`config.mk`:
```
export PLATFORM = sky130hd
export DESIGN_NAME = rstpin_filter
export DESIGN_NICKNAME = d
export VERILOG_FILES = /design/src/rtl/rpf_pkg.sv /design/src/rtl/rpf_sync.sv /design/src/rtl/rpf_regs.sv /design/src/rtl/rpf_qual.sv /design/src/rtl/rstpin_filter.sv
export SDC_FILE = /design/constraint.sdc
export NUM_CORES = 1
export LEC_CHECK = 0
export BUFFER_PORTS_ARGS = -buffer_cell sky130_fd_sc_hd__clkbuf_2
export CAP_MARGIN = 20
export CORE_MARGIN = 3
export CORE_UTILIZATION = 50
export CTS_CLUSTER_SIZE = 10
export DETAILED_ROUTE_END_ITERATION = 10
export GPL_TIMING_DRIVEN = 0
export HOLD_SLACK_MARGIN = 0.03
export PLACE_DENSITY = 0.79
export SLEW_MARGIN = 20
export SYNTH_ARGS = -nofsm -noshare
export SYNTH_HDL_FRONTEND = slang
export SYNTH_SLANG_ARGS = --single-unit
```
`constraint.sdc`:
```
create_clock -name clk -period 8.1 [get_ports clk]
set_clock_uncertainty 0.05 [all_clocks]
set_input_delay 1.62 -clock clk [delete_from_list [all_inputs] [get_ports clk]]
set_output_delay 1.62 -clock clk [all_outputs]
set_load 0.02 [all_outputs]
```
`src/rtl/rpf_pkg.sv`:
```
package rpf_pkg;

    typedef enum logic [1:0] {
        FM_OFF = 2'd0,
        FM_BUS = 2'd1,
        FM_LP  = 2'd2
    } fmode_e;

    typedef enum logic {
        QS_HOLD = 1'b0,
        QS_QUAL = 1'b1
    } qstate_e;

endpackage

```
`src/rtl/rpf_sync.sv`:
```
module rpf_sync #(
    parameter int   STAGES  = 2,
    parameter logic RST_VAL = 1'b1
) (
    input  logic clk,
    input  logic rst_n,
    input  logic d_async,
    output logic q
);
    logic [STAGES-1:0] chain_q;

    generate
        if (STAGES == 1) begin : g_one
            always_ff @(posedge clk or negedge rst_n) begin
                if (!rst_n) chain_q <= RST_VAL;
                else        chain_q <= d_async;
            end
        end else begin : g_many
            always_ff @(posedge clk or negedge rst_n) begin
                if (!rst_n) chain_q <= {STAGES{RST_VAL}};
                else        chain_q <= {chain_q[STAGES-2:0], d_async};
            end
        end
    endgenerate

    assign q = chain_q[STAGES-1];
endmodule

```
`src/rtl/rpf_regs.sv`:
```
module rpf_regs #(
    parameter int ADDR_W   = 4,
    parameter int DATA_W   = 8,
    parameter int WSEL_W   = 5,
    parameter int CTRL_OFS = 4,
    parameter int WID_OFS  = 5
) (
    input  logic              clk,
    input  logic              rst_n,
    input  logic              we,
    input  logic [ADDR_W-1:0] addr,
    input  logic [DATA_W-1:0] wdata,
    output logic [DATA_W-1:0] rdata,
    output logic [1:0]        run_sel,
    output logic              stop_sel,
    output logic [WSEL_W-1:0] width
);
    localparam logic [ADDR_W-1:0] CTRL_A = ADDR_W'(CTRL_OFS);
    localparam logic [ADDR_W-1:0] WID_A  = ADDR_W'(WID_OFS);

    logic [1:0]        run_sel_q;
    logic              stop_sel_q;
    logic [WSEL_W-1:0] width_q;

    always_ff @(posedge clk or negedge rst_n) begin
        if (!rst_n) begin
            run_sel_q  <= 2'b00;
            stop_sel_q <= 1'b0;
            width_q    <= '0;
        end else if (we) begin
            if (addr == CTRL_A) begin
                run_sel_q  <= wdata[1:0];
                stop_sel_q <= wdata[2];
            end
            if (addr == WID_A) begin
                width_q <= wdata[WSEL_W-1:0];
            end
        end
    end

    always_comb begin
        rdata = '0;
        if (addr == CTRL_A) begin
            rdata[2:0] = {stop_sel_q, run_sel_q};
        end else if (addr == WID_A) begin
            rdata[WSEL_W-1:0] = width_q;
        end
    end

    assign run_sel  = run_sel_q;
    assign stop_sel = stop_sel_q;
    assign width    = width_q;
endmodule

```
`src/rtl/rpf_qual.sv`:
```
module rpf_qual
    import rpf_pkg::*;
#(
    parameter int CNT_W   = 6,
    parameter int LP_NEED = 3
) (
    input  logic             clk,
    input  logic             rst_n,
    input  fmode_e           mode,
    input  logic [CNT_W-1:0] bus_need,
    input  logic             samp,
    input  logic             lp_tick,
    output logic             filt,
    output fmode_e           mode_seen,
    output logic [CNT_W-1:0] cnt_seen
);
    localparam logic [CNT_W-1:0] LP_N = CNT_W'(LP_NEED);
    localparam logic [CNT_W-1:0] ONE  = CNT_W'(1);

    qstate_e          st_q, st_d;
    fmode_e           mode_q;
    logic [CNT_W-1:0] cnt_q, cnt_d;
    logic             out_q, out_d;
    logic [CNT_W-1:0] need;
    logic             take;

    // state register
    always_ff @(posedge clk or negedge rst_n) begin
        if (!rst_n) begin
            st_q   <= QS_HOLD;
            mode_q <= FM_OFF;
            cnt_q  <= '0;
            out_q  <= 1'b1;
        end else begin
            st_q   <= st_d;
            mode_q <= mode;
            cnt_q  <= cnt_d;
            out_q  <= out_d;
        end
    end

    // next state and output level
    always_comb begin
        need  = (mode == FM_LP) ? LP_N : bus_need;
        take  = (mode == FM_BUS) || ((mode == FM_LP) && lp_tick);
        st_d  = st_q;
        cnt_d = cnt_q;
        out_d = out_q;
        if (mode != mode_q) begin
            st_d  = QS_HOLD;
            cnt_d = '0;
        end else if (mode == FM_OFF) begin
            st_d  = QS_HOLD;
            cnt_d = '0;
            out_d = samp;
        end else if (take) begin
            unique case (st_q)
                QS_HOLD: begin
                    if (samp != out_q) begin
                        if (need <= ONE) begin
                            out_d = samp;
                        end else begin
                            st_d  = QS_QUAL;
                            cnt_d = ONE;
                        end
                    end
                end
                QS_QUAL: begin
                    if (samp == out_q) begin
                        st_d  = QS_HOLD;
                        cnt_d = '0;
                    end else if ((cnt_q + ONE) >= need) begin
                        st_d  = QS_HOLD;
                        cnt_d = '0;
                        out_d = samp;
                    end else begin
                        cnt_d = cnt_q + ONE;
                    end
                end
                default: begin
                    st_d  = QS_HOLD;
                    cnt_d = '0;
                end
            endcase
        end
    end

    assign filt      = out_q;
    assign mode_seen = mode_q;
    assign cnt_seen  = cnt_q;
endmodule

```
`src/rtl/rstpin_filter.sv`:
```
module rstpin_filter
    import rpf_pkg::*;
#(
    parameter int ADDR_W      = 4,
    parameter int WSEL_W      = 5,
    parameter int SYNC_STAGES = 2,
    parameter int LP_NEED     = 3,
    parameter int CTRL_OFS    = 4,
    parameter int WID_OFS     = 5
) (
    input  logic              clk,
    input  logic              rst_n,
    input  logic              pin_n,
    input  logic              stop_mode,
    input  logic              lp_tick,
    input  logic              reg_we,
    input  logic [ADDR_W-1:0] reg_addr,
    input  logic [7:0]        reg_wdata,
    output logic [7:0]        reg_rdata,
    output logic              filt_pin_n
);
    localparam int CNT_W = WSEL_W + 1;

    logic [1:0]        run_sel;
    logic              stop_sel;
    logic [WSEL_W-1:0] width;
    logic              sync_lvl;
    fmode_e            eff_mode;
    fmode_e            qual_mode;
    logic [CNT_W-1:0]  qual_cnt;
    logic [CNT_W-1:0]  bus_need;

    rpf_regs #(
        .ADDR_W  (ADDR_W),
        .DATA_W  (8),
        .WSEL_W  (WSEL_W),
        .CTRL_OFS(CTRL_OFS),
        .WID_OFS (WID_OFS)
    ) u_regs (
        .clk     (clk),
        .rst_n   (rst_n),
        .we      (reg_we),
        .addr    (reg_addr),
        .wdata   (reg_wdata),
        .rdata   (reg_rdata),
        .run_sel (run_sel),
        .stop_sel(stop_sel),
        .width   (width)
    );

    rpf_sync #(
        .STAGES (SYNC_STAGES),
        .RST_VAL(1'b1)
    ) u_sync (
        .clk    (clk),
        .rst_n  (rst_n),
        .d_async(pin_n),
        .q      (sync_lvl)
    );

    always_comb begin
        if (stop_mode) begin
            eff_mode = stop_sel ? FM_LP : FM_OFF;
        end else begin
            case (run_sel)
                2'b01:   eff_mode = FM_BUS;
                2'b10:   eff_mode = FM_LP;
                default: eff_mode = FM_OFF;
            endcase
        end
    end

    assign bus_need = CNT_W'(width) + CNT_W'(1);

    rpf_qual #(
        .CNT_W  (CNT_W),
        .LP_NEED(LP_NEED)
    ) u_qual (
        .clk      (clk),
        .rst_n    (rst_n),
        .mode     (eff_mode),
        .bus_need (bus_need),
        .samp     (sync_lvl),
        .lp_tick  (lp_tick),
        .filt     (filt_pin_n),
        .mode_seen(qual_mode),
        .cnt_seen (qual_cnt)
    );
endmodule

```
==> results of run 1 <==
[through the flow]
| step | utilization | hold slack, ns | instance area, um2 | power (mW) |
|---|---|---|---|---|
| 2_1_floorplan | - | 0.295 | 1350 | 0.247 |
| 3_3_place_gp | 0.589 | 0.299 | 1490 | 0.275 |
| 3_5_place_dp | 0.589 | 0.299 | 1490 | 0.285 |
| 4_1_cts | 0.599 | 0.315 | 1510 | 0.338 |
| 5_1_grt | 0.599 | 0.317 | 1510 | 0.363 |
| 6_report | 0.599 | 0.313 | 1510 | 0.338 |
[report_power, final]
group          internal, mW  leakage (nW)  switching [mW]
clock                0.0192        0.0150          0.0314
combinational        0.0620         0.465          0.0847
sequential            0.119         0.253          0.0216
[routing by layer]
metal	up-vias	GRT usage	share of wire
li1	548	-	-
met1	541	0.223	0.42
met2	40	0.326	0.51
met3	19	0.0290	0.038
met4	0	0.0894	0.031
met5	-	0	0
[path summary, 6_finish.rpt]
path / from / end / depth (start not counted) / slack, ns
min in group asynchronous: rst_n / u_regs.width[4]$_DFFE_PN0P_ / 1 / 1.21
worst max register to register: u_regs.run_sel[1]$_DFFE_PN0P_ / u_qual.cnt_seen[2]$_DFFE_PN0P_ / 11 / 4.63
max in group asynchronous: rst_n / u_qual.filt$_DFFE_PN1P_ / 1 / 6.43
worst min register to register: u_sync.chain_q[0]$_DFF_PN1_ / u_sync.chain_q[1]$_DFF_PN1_ / 0 / 0.31
worst min-delay path: u_sync.chain_q[0]$_DFF_PN1_ / u_sync.chain_q[1]$_DFF_PN1_ / 0 / 0.31
worst max-delay path: stop_mode / u_qual.cnt_seen[2]$_DFFE_PN0P_ / 12 / 3.70
[state kept, by name (all words and copies together) (netlist names)]
signal / count
u_qual.st_q: 1
u_qual.mode_seen: 2
u_qual.cnt_seen: 6
u_qual.filt: 1
u_regs.width: 5
u_regs.run_sel: 2
u_sync.chain_q: 2
u_regs.stop_sel: 1
[worst max-delay path: stages]
cell and delay [ns]:
clkbuf_2 0.18, nor3b_2 0.08, a21oi_1 0.43, inv_1 0.14, or3_1 0.40, ha_1 0.29
and3_1 0.17, a221oi_1 0.56, and3_1 0.24, buf_2 0.17, nand4b_1 0.11, a31oi_1 0.18
[area by class of cell]
| class | instances | area, um2 |
|---|---|---|
| inverter | 3 | 11.3 |
| sequential | 20 | 504 |
| tap | 30 | 37.5 |
| timing repair buffer | 19 | 95.1 |
| buffer | 6 | 36.3 |
| clock buffer | 4 | 26.3 |
| fill | 231 | 1010 |
| multi-input combinational | 114 | 801 |
[layout by cell type (no fill, tap or decap), types with 2 or more instances in the layout]
cell,n
dfstp_2,3
conb_1,3
and2_1,3
xor2_1,3
buf_2,2
nor2_1,12
nor3b_1,2
clkbuf_1,2
o21ai_0,2
nand3b_1,2
nand3_1,10
ha_1,8
clkbuf_2,19
xnor2_1,5
nand2_1,14
buf_4,3
a211oi_2,2
a21oi_1,11
dfrtp_1,17
clkbuf_4,3
inv_1,3
mux2_2,8
a21o_1,3
mux2i_1,3
or3_1,2
and3_1,5
[kinds of logic (layout without fill, tap and decap cells)]
kind of cell / count (synthesis) / after routing / synth area share
AO/OA/AOI/OAI: 24 / 24 / 0.125
XOR/XNOR: 8 / 8 / 0.0521
adder cells (fa/ha/maj): 8 / 8 / 0.0744
buffers and inverters: 9 / 32 / 0.0353
flip-flops: 20 / 20 / 0.375
multiplexers: 12 / 12 / 0.0977
other: 1 / 3 / 0.00279
AND/OR/NAND/NOR: 59 / 59 / 0.238
==> results.py, run 1 <==
metrics = {
    "flow_run": {
        "cap_viol_max_count": 0,
    },
    "placement": {
        "dp_cells": 192,
        "dpl.hpwl_um": 2170,
        "port_buffers": 19,
        "place.gp.congestion": 0.811,
        "dp_slack_ns": 3.55,
    },
    "cts": {
        "cts.sinks": 20,
        "hold_buffers": 0,
        "cts_tree": "built",
        "htree_levels": 1,
        "clk_pin_slew_worst_paths_ns": 0.11,
        "cts_resized": 0,
        "clk-insertion-delay-late_ns": 0.31,
        "post_cts_buffers": 0,
        "cts_buffer_depth": 2,
        "cts_buffers": 3,
        "cts-root-buf": "clkbuf_4",
    },
    "critical_path": {
        "worstPathArrival_ns": 4.57,
        "path_max_fanout": 8,
        "cp.required_ns": 8.28,
        "end_kind": "register",
        "path_class": "in2reg",
        "cp-start-kind": "primary input",
    },
    "synthesis": {
        "seq_area_frac_synth": 0.375,
        "syn-mean-instance-area_um2": 9.54,
        "yosysTopAreaCell": "dfrtp_1",
        "yosysMostFrequentCell": "dfrtp_1",
        "synth_warnings": 0,
        "synth_edf_count": 0,
        "synth_flop_cell": "dfrtp_1",
        "synthCells": 141,
        "async_flop_share": 1.00,
        "synth.top_cell.area_share": 0.316,
        "yosys-top-cells-count": "dfrtp_1, nand2_1, nor2_1, a21oi_1, nand3_1",
        "synth_area_leaders": "dfrtp_1, ha_1, mux2_2",
        "synth-seq-cells": 20,
        "synth_area_um2": 1350,
        "ys_types": 40,
    },
    "detailed_routing": {
        "vias": 1148,
        "routed_via_density": 5.86,
        "drt_wl_total_um": 2930,
        "drt-pass1-iter-count": 4,
        "wl_per_cell_um": 15.0,
        "post-route-drc-count": 0,
        "ant_nets": 0,
        "drt_iter0_drc": 66,
    },
    "sta": {
        "grt_setup_unrepaired": "no",
        "tightest_slew_ns": 0.588,
        "final.setup.worst_slack_ns": 3.70,
        "period_share": 0.543,
        "setup_tns_ns": 0,
        "setup_viol": 0,
        "fmaxAchievable_mhz": 228,
        "finalHoldViolations": 0,
        "slew_headroom": 0.608,
        "period_minus_slack_ns": 4.40,
        "finalMaxSlewViolations": 0,
    },
    "die": {
        "dieArea_um2": 3350,
        "dieWidth_um": 57.9,
        "core_area_um2": 2520,
        "rows": 18,
        "die_h_um": 57.9,
        "pin_count": 27,
        "initial_core_util": 0.533,
    },
    "power_and_ir_drop": {
        "peakVddDrop_uv": 159,
        "p_leak_nw": 0.733,
        "pwr_density_cell_nw_per_um2": 224,
    },
    "grt": {
        "grt_start_max_net_pins": 21,
        "grt_pass1_wl_um": 4860,
        "gr-total-overflow": 0,
        "grt_pass1_vias": 1119,
        "antenna_found_initial": 0,
        "grt_usage": 0.187,
    },
    "final_layout": {
        "nNetsFinal": 193,
        "final_cells": 196,
        "area.growth.synth_to_final_pct": 12.4,
        "drive_above_1_share": 0.271,
        "diodes": 0,
    },
    "worst_hold_path": {
        "worstHoldPathType": "reg2reg",
    },
    "run_status": {
        "status": "finished clean",
    },
}
(Power assumes the default switching activity.)
==> run 2, diff against run 1 <==
- CORE_UTILIZATION: 50 -> 49
- PLACE_DENSITY: 0.79 -> 0.8
- clock period: 8.1 -> 3.58 ns (I/O delays scaled with it)
==> run 2 against run 1 <==
Net effect:
- clock power grew to 2.6 times the previous value
- total power grew 130%
- register-to-register slack lost 4.3 ns
- clock-buffer cell count is the same
- cell area grew 0.91%
- global-route usage shrank 2.3 points
- flip-flop and latch count is the same
- first-iteration DRC count shrank 64%
==> results.py, run 2 (synthesized netlist as in run 1, its figures left out) <==
metrics = {
    "cts": {
        "cts_buffer_depth": 2,
        "clk-insertion-delay-late_ns": 0.31,
        "cts_buffers": 3,
        "post_cts_buffers": 0,
        "hold_buffers": 0,
        "cts_tree": "built",
        "htree_levels": 1,
        "clk_pin_slew_worst_paths_ns": 0.11,
        "cts.sinks": 20,
        "cts-root-buf": "clkbuf_4",
    },
    "power_and_ir_drop": {
        "peakVddDrop_uv": 392,
        "power_mw": 0.771,
        "p_leak_nw": 0.740,
        "pwr_density_cell_nw_per_um2": 505,
    },
    "sta": {
        "setup_viol": 0,
        "grt_setup_unrepaired": "no",
        "tightest_slew_ns": 0.576,
        "finalMaxSlewViolations": 0,
        "hold_ws_ns": 0.298,
        "period_share": 0.921,
        "slew_headroom": 0.616,
        "finalHoldViolations": 0,
        "fmaxAchievable_mhz": 303,
        "final.setup.worst_slack_ns": 0.282,
        "period_minus_slack_ns": 3.30,
    },
    "placement": {
        "dp_cells": 192,
        "dp_slack_ns": -0.132,
        "port_buffers": 19,
        "place.gp.congestion": 0.841,
        "dpl.hpwl_um": 2120,
    },
    "die": {
        "rows": 18,
        "initial_core_util": 0.529,
        "core_area_um2": 2540,
        "die_h_um": 58.4,
        "pin_count": 27,
        "dieArea_um2": 3410,
        "dieWidth_um": 58.4,
    },
    "grt": {
        "gr-total-overflow": 0,
        "grt_pass1_vias": 1031,
        "grt_usage": 0.163,
        "grt_start_max_net_pins": 21,
        "antenna_found_initial": 0,
        "grt_pass1_wl_um": 4290,
    },
    "critical_path": {
        "crit_chain": "clkbuf_2, nor3b_2, a21oi_2, inv_1, or3_1, ha_1, and3_1, a221oi_1, and3_1, buf_2, nand4b_1, a31oi_1",
        "cp.required_ns": 3.77,
        "path_max_fanout": 8,
        "cp-start-kind": "primary input",
        "rrSetupSlack_ns": 0.31,
        "cp_slowest_stage_delay_ns": 0.55,
        "cp_common_cell": "and3_1",
        "slowest_stage": "a221oi_1",
        "path_class": "in2reg",
        "end_kind": "register",
        "worstPathArrival_ns": 3.49,
        "rr_worst_depth": 11,
    },
    "detailed_routing": {
        "drt_wl_total_um": 2640,
        "ant_nets": 0,
        "vias": 1104,
        "post-route-drc-count": 0,
        "drt_iter0_drc": 24,
        "routed_via_density": 5.63,
        "drt-pass1-iter-count": 4,
        "wl_per_cell_um": 13.4,
    },
    "final_layout": {
        "fin_util": 0.599,
        "drive_above_1_share": 0.283,
        "layout_common_cells": "clkbuf_2, dfrtp_1, nand2_1, nor2_1",
        "diodes": 0,
        "area.growth.synth_to_final_pct": 13.4,
        "nNetsFinal": 193,
        "mostFrequentLayoutCell": "clkbuf_2",
        "largest_reg_flops": 6,
        "final_cells": 196,
    },
    "worst_hold_path": {
        "worstHoldPathType": "in2async",
    },
    "flow_run": {
        "cap_viol_max_count": 0,
    },
    "run_status": {
        "status": "finished clean",
    },
}
[run 2: cell counts in the layout (fill, tap and decap cells not counted)]
No cell type changed its count.
[run 2: area by class of cell]
class	instances	area, um2
inverter	3	11.3
clock buffer	4	36.3
multi-input combinational	114	805
fill	224	1020
tap	30	37.5
buffer	6	36.3
timing repair buffer	19	95.1
sequential	20	504
[run 2: worst max-delay path: cells and delay by family]
family	cells	cell delay, ns
fa+ha+maj	1	0.29
simple gates	5	1.00
compound gates	3	0.97
buf+inv	3	0.48
[run 2: path summary, 6_finish.rpt]
check / from / end
max: stop_mode / u_qual.cnt_seen[2]$_DFFE_PN0P_
min: rst_n / u_qual.cnt_seen[4]$_DFFE_PN0P_
max reg2reg: u_regs.run_sel[1]$_DFFE_PN0P_ / u_qual.cnt_seen[2]$_DFFE_PN0P_
min reg2reg: u_sync.chain_q[0]$_DFF_PN1_ / u_sync.chain_q[1]$_DFF_PN1_
max in group asynchronous: rst_n / u_sync.chain_q[0]$_DFF_PN1_
min in group clk: u_sync.chain_q[0]$_DFF_PN1_ / u_sync.chain_q[1]$_DFF_PN1_
[run 2: layer usage]
layer	global-route usage	vias up	part of all wire	wire length [um]
met1	0.192	529	0.42	1110
met3	0.0263	7	0.027	71
li1	-	546	-	-
met5	0	-	0	0
met2	0.289	22	0.53	1400
met4	0.0762	0	0.023	61
[run 2: through the flow]
step / instance area [um2] / setup TNS [ns]
after CTS: 1520 / 0
after floorplan: 1350 / 0
after global routing: 1530 / 0
after detailed placement: 1490 / -0.685
after global placement: 1490 / 0
final: 1530 / 0
[run 2: power by group]
part           total [mW]  switching, mW  internal, mW
Clock               0.131         0.0692        0.0622
Combinational       0.320          0.180         0.140
Sequential          0.319         0.0494         0.269
[run 2: timing repair]
| action | 4_1_cts | 5_1_grt |
|---|---|---|
| resized for setup | 0 | 1 |
| hold endpoints to repair | 0 | 0 |
| setup endpoints to repair | 0 | 6 |
